<file path="config.mk">
export PLATFORM = sky130hd
export DESIGN_NAME = frame_link_unit
export DESIGN_NICKNAME = d
export VERILOG_FILES = /design/src/rtl/frame_pkg.sv /design/src/rtl/frame_op_decode.sv /design/src/rtl/frame_seq_ctrl.sv /design/src/rtl/frame_link_unit.sv
export SDC_FILE = /design/constraint.sdc
export NUM_CORES = 1
export LEC_CHECK = 0
export BUFFER_PORTS_ARGS = -buffer_cell sky130_fd_sc_hd__buf_2
export CAP_MARGIN = 20
export CORE_ASPECT_RATIO = 0.5
export CORE_MARGIN = 2
export CORE_UTILIZATION = 55
export CTS_BUF_LIST = sky130_fd_sc_hd__clkbuf_2
export DETAILED_ROUTE_END_ITERATION = 8
export GPL_TIMING_DRIVEN = 0
export PLACE_DENSITY = 0.8
export SYNTH_ARGS = -nofsm -noshare
export SYNTH_HDL_FRONTEND = slang
export SYNTH_SLANG_ARGS = --single-unit
</file>
<file path="constraint.sdc">
create_clock -name clk -period 4.9 [get_ports clk]
set_clock_uncertainty 0.1 [all_clocks]
set_input_delay 0.245 -clock clk [delete_from_list [all_inputs] [get_ports clk]]
set_output_delay 0.245 -clock clk [all_outputs]
set_load 0.02 [all_outputs]
</file>
<file path="src/rtl/frame_pkg.sv">
package frame_pkg;
  localparam int ADDR_REGS = 8;
  localparam int IDX_W     = $clog2(ADDR_REGS);
  localparam logic [IDX_W-1:0] SP_IDX = IDX_W'(ADDR_REGS - 1);
  localparam logic [11:0] OP_FAMILY = 12'h4E5;

  typedef enum logic [2:0] {
    SEQ_IDLE,
    SEQ_RD_SP,
    SEQ_RD_REG,
    SEQ_MEM,
    SEQ_WR_A,
    SEQ_WR_B
  } seq_state_t;
endpackage

</file>
<file path="src/rtl/frame_op_decode.sv">
module frame_op_decode
  import frame_pkg::*;
(
  input  logic [15:0]      opcode,
  output logic             op_ok,
  output logic             op_unlk,
  output logic [IDX_W-1:0] op_reg
);
  always_comb begin
    op_ok   = (opcode[15:4] == OP_FAMILY);
    op_unlk = opcode[3];
    op_reg  = opcode[IDX_W-1:0];
  end
endmodule

</file>
<file path="src/rtl/frame_seq_ctrl.sv">
module frame_seq_ctrl
  import frame_pkg::*;
(
  input  logic       clk,
  input  logic       rst_n,
  input  logic       take,
  input  logic       ack,
  output seq_state_t state
);
  seq_state_t nxt;

  always_comb begin
    nxt = state;
    case (state)
      SEQ_IDLE:   if (take) nxt = SEQ_RD_SP;
      SEQ_RD_SP:  nxt = SEQ_RD_REG;
      SEQ_RD_REG: nxt = SEQ_MEM;
      SEQ_MEM:    if (ack) nxt = SEQ_WR_A;
      SEQ_WR_A:   nxt = SEQ_WR_B;
      SEQ_WR_B:   nxt = SEQ_IDLE;
      default:    nxt = SEQ_IDLE;
    endcase
  end

  always_ff @(posedge clk or negedge rst_n)
    if (!rst_n) state <= SEQ_IDLE;
    else        state <= nxt;

  assert_wait_holds_R9: assert property (@(posedge clk) disable iff (!rst_n)
    (state == SEQ_MEM && !ack) |=> (state == SEQ_MEM));
  assert_done_leaves_R10: assert property (@(posedge clk) disable iff (!rst_n)
    (state == SEQ_WR_B) |=> (state == SEQ_IDLE));
endmodule

</file>
<file path="src/rtl/frame_link_unit.sv">
module frame_link_unit
  import frame_pkg::*;
#(
  parameter int DATA_W      = 32,
  parameter int DISP_W      = 16,
  parameter int COST_W      = 5,
  parameter int LINK_COST   = 16,
  parameter int UNLINK_COST = 12
) (
  input  logic              clk,
  input  logic              rst_n,
  input  logic              op_valid,
  output logic              op_ready,
  input  logic [15:0]       op_code,
  input  logic [DISP_W-1:0] op_disp,
  output logic              busy,
  output logic              done,
  output logic [COST_W-1:0] cost,
  output logic [IDX_W-1:0]  rf_raddr,
  input  logic [DATA_W-1:0] rf_rdata,
  output logic              rf_we,
  output logic [IDX_W-1:0]  rf_waddr,
  output logic [DATA_W-1:0] rf_wdata,
  output logic              mem_req,
  output logic              mem_we,
  output logic [DATA_W-1:0] mem_addr,
  output logic [DATA_W-1:0] mem_wdata,
  input  logic              mem_ack,
  input  logic [DATA_W-1:0] mem_rdata
);
  localparam logic [DATA_W-1:0] WORD_BYTES = DATA_W'(DATA_W / 8);

  logic             dec_ok, dec_unlk;
  logic [IDX_W-1:0] dec_reg;
  logic             take;
  seq_state_t       state;

  logic              unlk_q;
  logic [IDX_W-1:0]  reg_q;
  logic [DISP_W-1:0] disp_q;
  logic [DATA_W-1:0] sp_q, addr_q, data_q;
  logic [DATA_W-1:0] disp_ext;

  frame_op_decode u_dec (
    .opcode (op_code),
    .op_ok  (dec_ok),
    .op_unlk(dec_unlk),
    .op_reg (dec_reg)
  );

  frame_seq_ctrl u_seq (
    .clk  (clk),
    .rst_n(rst_n),
    .take (take),
    .ack  (mem_ack),
    .state(state)
  );

  assign op_ready = (state == SEQ_IDLE);
  assign busy     = !op_ready;
  assign take     = op_valid && op_ready && dec_ok;
  assign disp_ext = {{(DATA_W-DISP_W){disp_q[DISP_W-1]}}, disp_q};

  always_ff @(posedge clk or negedge rst_n) begin
    if (!rst_n) begin
      unlk_q <= 1'b0;
      reg_q  <= '0;
      disp_q <= '0;
      sp_q   <= '0;
      addr_q <= '0;
      data_q <= '0;
    end else begin
      case (state)
        SEQ_IDLE: if (take) begin
          unlk_q <= dec_unlk;
          reg_q  <= dec_reg;
          disp_q <= op_disp;
        end
        SEQ_RD_SP: sp_q <= rf_rdata;
        SEQ_RD_REG: begin
          if (unlk_q) begin
            addr_q <= rf_rdata;
          end else begin
            addr_q <= sp_q - WORD_BYTES;
            data_q <= (reg_q == SP_IDX) ? (sp_q - WORD_BYTES) : rf_rdata;
          end
        end
        SEQ_MEM: if (mem_ack && unlk_q) data_q <= mem_rdata;
        default: ;
      endcase
    end
  end

  assign rf_raddr  = (state == SEQ_RD_SP) ? SP_IDX : reg_q;
  assign mem_req   = (state == SEQ_MEM);
  assign mem_we    = !unlk_q;
  assign mem_addr  = addr_q;
  assign mem_wdata = data_q;

  always_comb begin
    rf_we    = 1'b0;
    rf_waddr = reg_q;
    rf_wdata = addr_q;
    if (state == SEQ_WR_A) begin
      rf_we    = 1'b1;
      rf_waddr = unlk_q ? SP_IDX : reg_q;
      rf_wdata = unlk_q ? (addr_q + WORD_BYTES) : addr_q;
    end else if (state == SEQ_WR_B) begin
      rf_we    = 1'b1;
      rf_waddr = unlk_q ? reg_q : SP_IDX;
      rf_wdata = unlk_q ? data_q : (addr_q + disp_ext);
    end
  end

  assign done = (state == SEQ_WR_B);
  assign cost = !done ? '0 : (unlk_q ? COST_W'(UNLINK_COST) : COST_W'(LINK_COST));

  assert_req_stable_R9: assert property (@(posedge clk) disable iff (!rst_n)
    (mem_req && !mem_ack) |=> (mem_req && $stable(mem_addr)));
  assert_no_overlap_R9: assert property (@(posedge clk) disable iff (!rst_n)
    $onehot0({rf_we, mem_req}));
  assert_single_done_R10: assert property (@(posedge clk) disable iff (!rst_n)
    done |=> (!done && !busy));
  assert_take_busy_R8: assert property (@(posedge clk) disable iff (!rst_n)
    (op_valid && op_ready && op_code[15:4] == OP_FAMILY) |=> busy);
  assert_write_busy_R9: assert property (@(posedge clk) disable iff (!rst_n)
    rf_we |-> busy);
  assert_cost_value_R7: assert property (@(posedge clk) disable iff (!rst_n)
    done |-> (cost == COST_W'(LINK_COST) || cost == COST_W'(UNLINK_COST)));
endmodule

</file>
==> Word-level counts from Yosys, hierarchy flattened <==
Index checks and enable logic that the tools add are counted.
{ "op_classes": {"n_div": 0, "shift": 0, "muxes": 21, "n_mul": 0, "n_addsub": 3, "bitwise": 0, "reduce_logical": 10, "n_eq_ne": 11, "magnitude_cmp": 0} }
{ "ops": {"columns": ["operator", "count"], "rows": [
  ["two-way mux 32 bit", 8],
  ["case mux 32 bit (2 select lines)", 1],
  ["adder 32 x 3 -> 32 bit (second input constant)", 1],
  ["adder 32 bit", 1],
  ["subtractor 32 x 3 -> 32 bit (second input constant)", 1],
  ["two-way mux 3 bit", 7],
  ["case mux 3 bit (5 select lines)", 1],
  ["== test 12 x 11 -> 1 bit (second input constant)", 1],
  ["two-way mux 5 bit", 2],
  ["== test 3 bit (second input constant)", 3],
  ["== test 3 x 2 -> 1 bit (second input constant)", 2],
  ["inequality test 2 x 1 -> 1 bit (second input constant)", 3],
  ["AND reduction 2 bit", 2],
  ["== test 3 x 1 -> 1 bit (second input constant)", 1],
  ["logical AND 1 bit", 3],
  ["zero test 3 bit", 1],
  ["AND reduction 3 bit", 1],
  ["zero test 1 bit", 2],
  ["two-way mux 1 bit", 2],
  ["inequality test 2 bit (second input constant)", 1],
  ["nonzero test 2 bit", 1]
]} }
{ "word_totals": {"wordCells": 52, "romBits": 0, "ram_bits": 0, "latchBits": 0, "n_memories": 0, "inputBits": 100, "output_inout_bits": 113, "reg_bits": 119} }

==> Logic depth before layout (Yosys ltp) <==
{ "depth": {"ltp_word": 5, "depth_mapped": 12, "mapped_depth_nobuf": 10} }

==> Modules after synthesis <==
From an unflattened synthesis, not the netlist that was laid out.
{ "hier_totals": {"cells_unflattened": 1117, "hier_area_um2": 9150.0} }
{ "modules_own_cells": {"columns": ["mod", "seq_area_each_um2", "cells_each", "n_inst", "area_each_um2"], "rows": [
  ["frame_link_unit", 2902.8, 1097, 1, 8947.3],
  ["frame_seq_ctrl", 75.1, 12, 1, 132.6],
  ["frame_op_decode", 0.0, 8, 1, 70.1]
]} }

==> Worst setup path after synthesis <==
Ideal clock, no wire load.
{ "synth_path": {"kind": "register to output", "startpoint": "reg addr_q[0], in the netlist mem_addr[0]", "endpoint": "out rf_wdata[26]", "n_path_buf": 0, "t_required_ns": 4.555, "path_slack_ns": 1.744, "arrival_time_ns": 2.811, "stages_incl_launch_ff": 11, "path_cell_list": "dfrtp_1 ha_1 fa_1 a21oi_1 o21ai_1 a31oi_1 o21bai_1 a21oi_1 o31ai_1 xnor2_1 a21oi_1"} }
{ "synth_via": {"elab_chain_len": 4, "elab_cells_between_ends": 6, "cone_classes": "2 x add/sub; 4 x mux"} }
{ "synth_rtl": {"columns": ["item", "line", "rtl"], "rows": [
  ["from (decl)", "frame_link_unit.sv:41", "logic [DATA_W-1:0] sp_q, addr_q, data_q;"],
  ["from (signal assigned)", "frame_link_unit.sv:82", "addr_q <= rf_rdata;"],
  ["from (signal assigned)", "frame_link_unit.sv:84", "addr_q <= sp_q - WORD_BYTES;"],
  ["adder 32 bit", "frame_link_unit.sv:111", "rf_wdata = unlk_q ? data_q : (addr_q + disp_ext);"],
  ["two-way mux 32 bit", "frame_link_unit.sv:111", null],
  ["two-way mux 32 bit", "frame_link_unit.sv:108", "end else if (state == SEQ_WR_B) begin"],
  ["two-way mux 32 bit *", "frame_link_unit.sv:104", "if (state == SEQ_WR_A) begin"],
  ["to (decl)", "frame_link_unit.sv:23", "output logic [DATA_W-1:0] rf_wdata,"]
]} }
Mark *: on every way between the ends. The rest lies on a longest branch, timed or not.

==> Worst setup path after layout <==
Ends and elaborated chain as after synthesis.

==> metrics.cfg <==
[status]
status = complete, no violations

[clock_tree]
ctsRootBufferMaster = clkbuf_2
h-tree-depth = 4
cts_sinks = 119
cts_tree = built
cts_resized = 0
cts_setup_buffers = 0
numCtsBuffers = 17
clk_latency_ns = 0.75
clk_pin_slew_worst_paths_ns = 0.25
cts_max_path_buffers = 2

[power]
leakagePower_nw = 5.38
power.density_nw_per_um2 = 573
power_mw = 6.66
vdd_drop_max_uv = 323

[logic_synthesis]
synth_edf_count = 0
synth_flop_cell = dfrtp_1
yosysUniqueCellTypes = 73
syn_inst = 1109
synth.avg_cell_area_um2 = 8.15
synthArstFlopShare_pct = 100
ys_warn_count = 0
synth-seq-cells = 119
synth_area_um2 = 9040
yosysSeqAreaShare_pct = 33.0

[drt]
antenna_left = 0
wl_per_cell_um = 21.8
wl_mm = 36.6
route.detailed.drc = 0
drtIter0Drc = 1221
dr_total_vias = 10500
firstDrtPassIters = 6
routed_via_density = 6.24

[floorplanning]
boundaryPins = 213
dieArea_um2 = 17500
core_um2 = 16200
initial_core_util_pct = 55.7
die_x_um = 185
core.rowCount = 33
die_y_um = 94.6

[setup_path]
end_kind = primary output
required_ns = 4.55
cp.arrival_ns = 4.12
critical_path.max_fanout = 6
critPathLaunchType = register
criticalPathCategory = reg2out

[timing]
worst_pin_slew_ns = 0.930
holdWs_ns = 0.0626
fmax_ghz = 0.224
tns_ns = 0
period_needed_ns = 4.46
drv_slew = 0
fin_crit_sh_pct = 91.1
setup_violations = 0
final_hold_viol_count = 0
grt_setup_unrepaired = false
relSlewSlack_pct = 38.0
worst_slack_ns = 0.437

[worst_hold_path]
min_path_type = in2reg

[finish]
syn_to_final_growth_pct = 28.6
final_cells = 1677
fin_nets = 1569
drive_above_1_share_pct = 22.9
fill_cells = 1276
final_util_pct = 71.6
final_area_um2 = 11600

[placement]
dp.cells = 1548
portBuffers = 210
place_ws_ns = 1.33
placed_area_um2 = 10400
gp_congestion = 0.967
dpl.hpwl_mm = 26.4

[grt]
antenna_found_initial = 4
grt_pass1_wl_mm = 54.6
grtUsageMet3_pct = 11.6
grt_max_degree = 92
grt_overflow = 0
gr-usage-all-layers_pct = 41.4
busiest_layer = met2
use_met2_pct = 60.4
use_met1_pct = 59.9
grt_pass1_vias = 9621

[flow_run]
drv_cap = 0

logic make-up after synthesis:
family	count (synthesis)	synth area share [%]
fa+ha+maj	34	4.79
xor+xnor	56	5.51
flops	119	33.0
simple gates	377	19.8
buf+inv	89	4.02
compound gates	355	23.4
other cells	1	0.0415
mux	78	9.42
routing by layer:
metal	vias up	share of wire [%]	routed length (um)
met5	-	0	0
met2	707	42	15400
met3	100	13	4690
li1	4671	-	-
met4	0	2.6	942
met1	4979	42	15500
power breakdown:
group | leakage, nW | switching [mW] | internal, mW
logic | 3.75 | 2.41 | 1.42
registers | 1.49 | 0.754 | 1.38
clock network | 0.145 | 0.494 | 0.207
repair_timing:
action / CTS / global route
hold buffers: 95 / 0
endpoints found under the setup margin: 0 / 0
endpoints found under the hold margin: 238 / 0
cell usage in the layout (no fill, tap or decap), types with 5 or more instances in the layout:
master         netlist  final
a211oi_1            33     33
a21o_1              14     14
a21oi_1            127    127
a22oi_1              6      6
a31oi_1              9      9
and3_1              16     16
and4_1               5      5
buf_1                7      7
buf_2                4    213
clkbuf_1            57     57
clkbuf_2             1     18
dfrtp_1            119    119
dlygate4sd3_1        0     94
ha_1                33     33
inv_1               11     11
inv_8                0      5
mux2_2              56     56
mux2i_1             22     22
nand2_1            131    131
nand2b_1             9      9
nand3_1             26     26
nand4_1             11     11
nor2_1             118    118
nor3_1              15     15
o21a_1               7      7
o21ai_0             90     90
o21ai_1             12     12
o221ai_1             6      6
o22ai_1             13     13
or2_2                5      5
or3_1                8      8
xnor2_1             25     25
xor2_1              30     30
synth_stat cells, types with 12 or more instances:
cell type	count	area, um2
a211oi_1	33	248
mux2i_1	22	220
dfrtp_1	119	2980
nor3_1	15	75.1
o22ai_1	13	81.3
mux2_2	56	631
o21ai_0	90	450
xnor2_1	25	219
o21ai_1	12	60.1
a21o_1	14	105
xor2_1	30	263
clkbuf_1	57	214
a21oi_1	127	636
nand3_1	26	130
nand2_1	131	492
nor2_1	118	443
and3_1	16	100
ha_1	33	413
worst paths after layout:
| kind | endpoint | start | cells after the start | slack (ns) |
|---|---|---|---|---|
| worst min-delay path | unlk_q$_DFFE_PN0P_ | op_code[14] | 6 | 0.06 |
| max in group asynchronous | disp_q[3]$_DFFE_PN0P_ | rst_n | 4 | 3.70 |
| worst max register to register | mem_wdata[26]$_DFFE_PN0P_ | u_seq.state[1]$_DFFE_PN0P_ | 9 | 1.57 |
| worst max-delay path | rf_wdata[26] | mem_addr[0]$_DFFE_PN0N_ | 11 | 0.44 |
| worst min register to register | disp_q[4]$_DFFE_PN0P_ | disp_q[4]$_DFFE_PN0P_ | 1 | 0.45 |
| min in group asynchronous | sp_q[26]$_DFFE_PN0P_ | rst_n | 4 | 0.49 |
worst max-delay path, cell delays in order, from the launching register on:
cell and delay [ns]:
dfrtp_1 0.47, ha_1 0.27, fa_1 0.44, a21oi_1 0.30
o21ai_1 0.18, a31oi_1 0.49, o21bai_1 0.22, a21oi_1 0.36
o31ai_1 0.16, xnor2_1 0.17, a21oi_1 0.17, buf_2 0.18
area by class of cell:
cell class                 instances  area (um2)  area share (%)
multi-input combinational        902        5700            49.1
antenna                            2        5.00          0.0431
inverter                          15        56.3           0.485
timing repair buffer             306        2050            17.6
clock inverter                    15         159            1.37
tap                              227         284            2.44
buffer                            74         307            2.64
sequential                       119        2980            25.6
clock buffer                      17        85.1           0.732
registers in the layout, summed over array words and instances, names as in the netlist:
register and flops:
unlk_q 1, disp_q 16, u_seq.state 3, mem_wdata 32, mem_addr 32, reg_q 3
sp_q 32
Note: power is estimated with default switching activity, not from simulation.
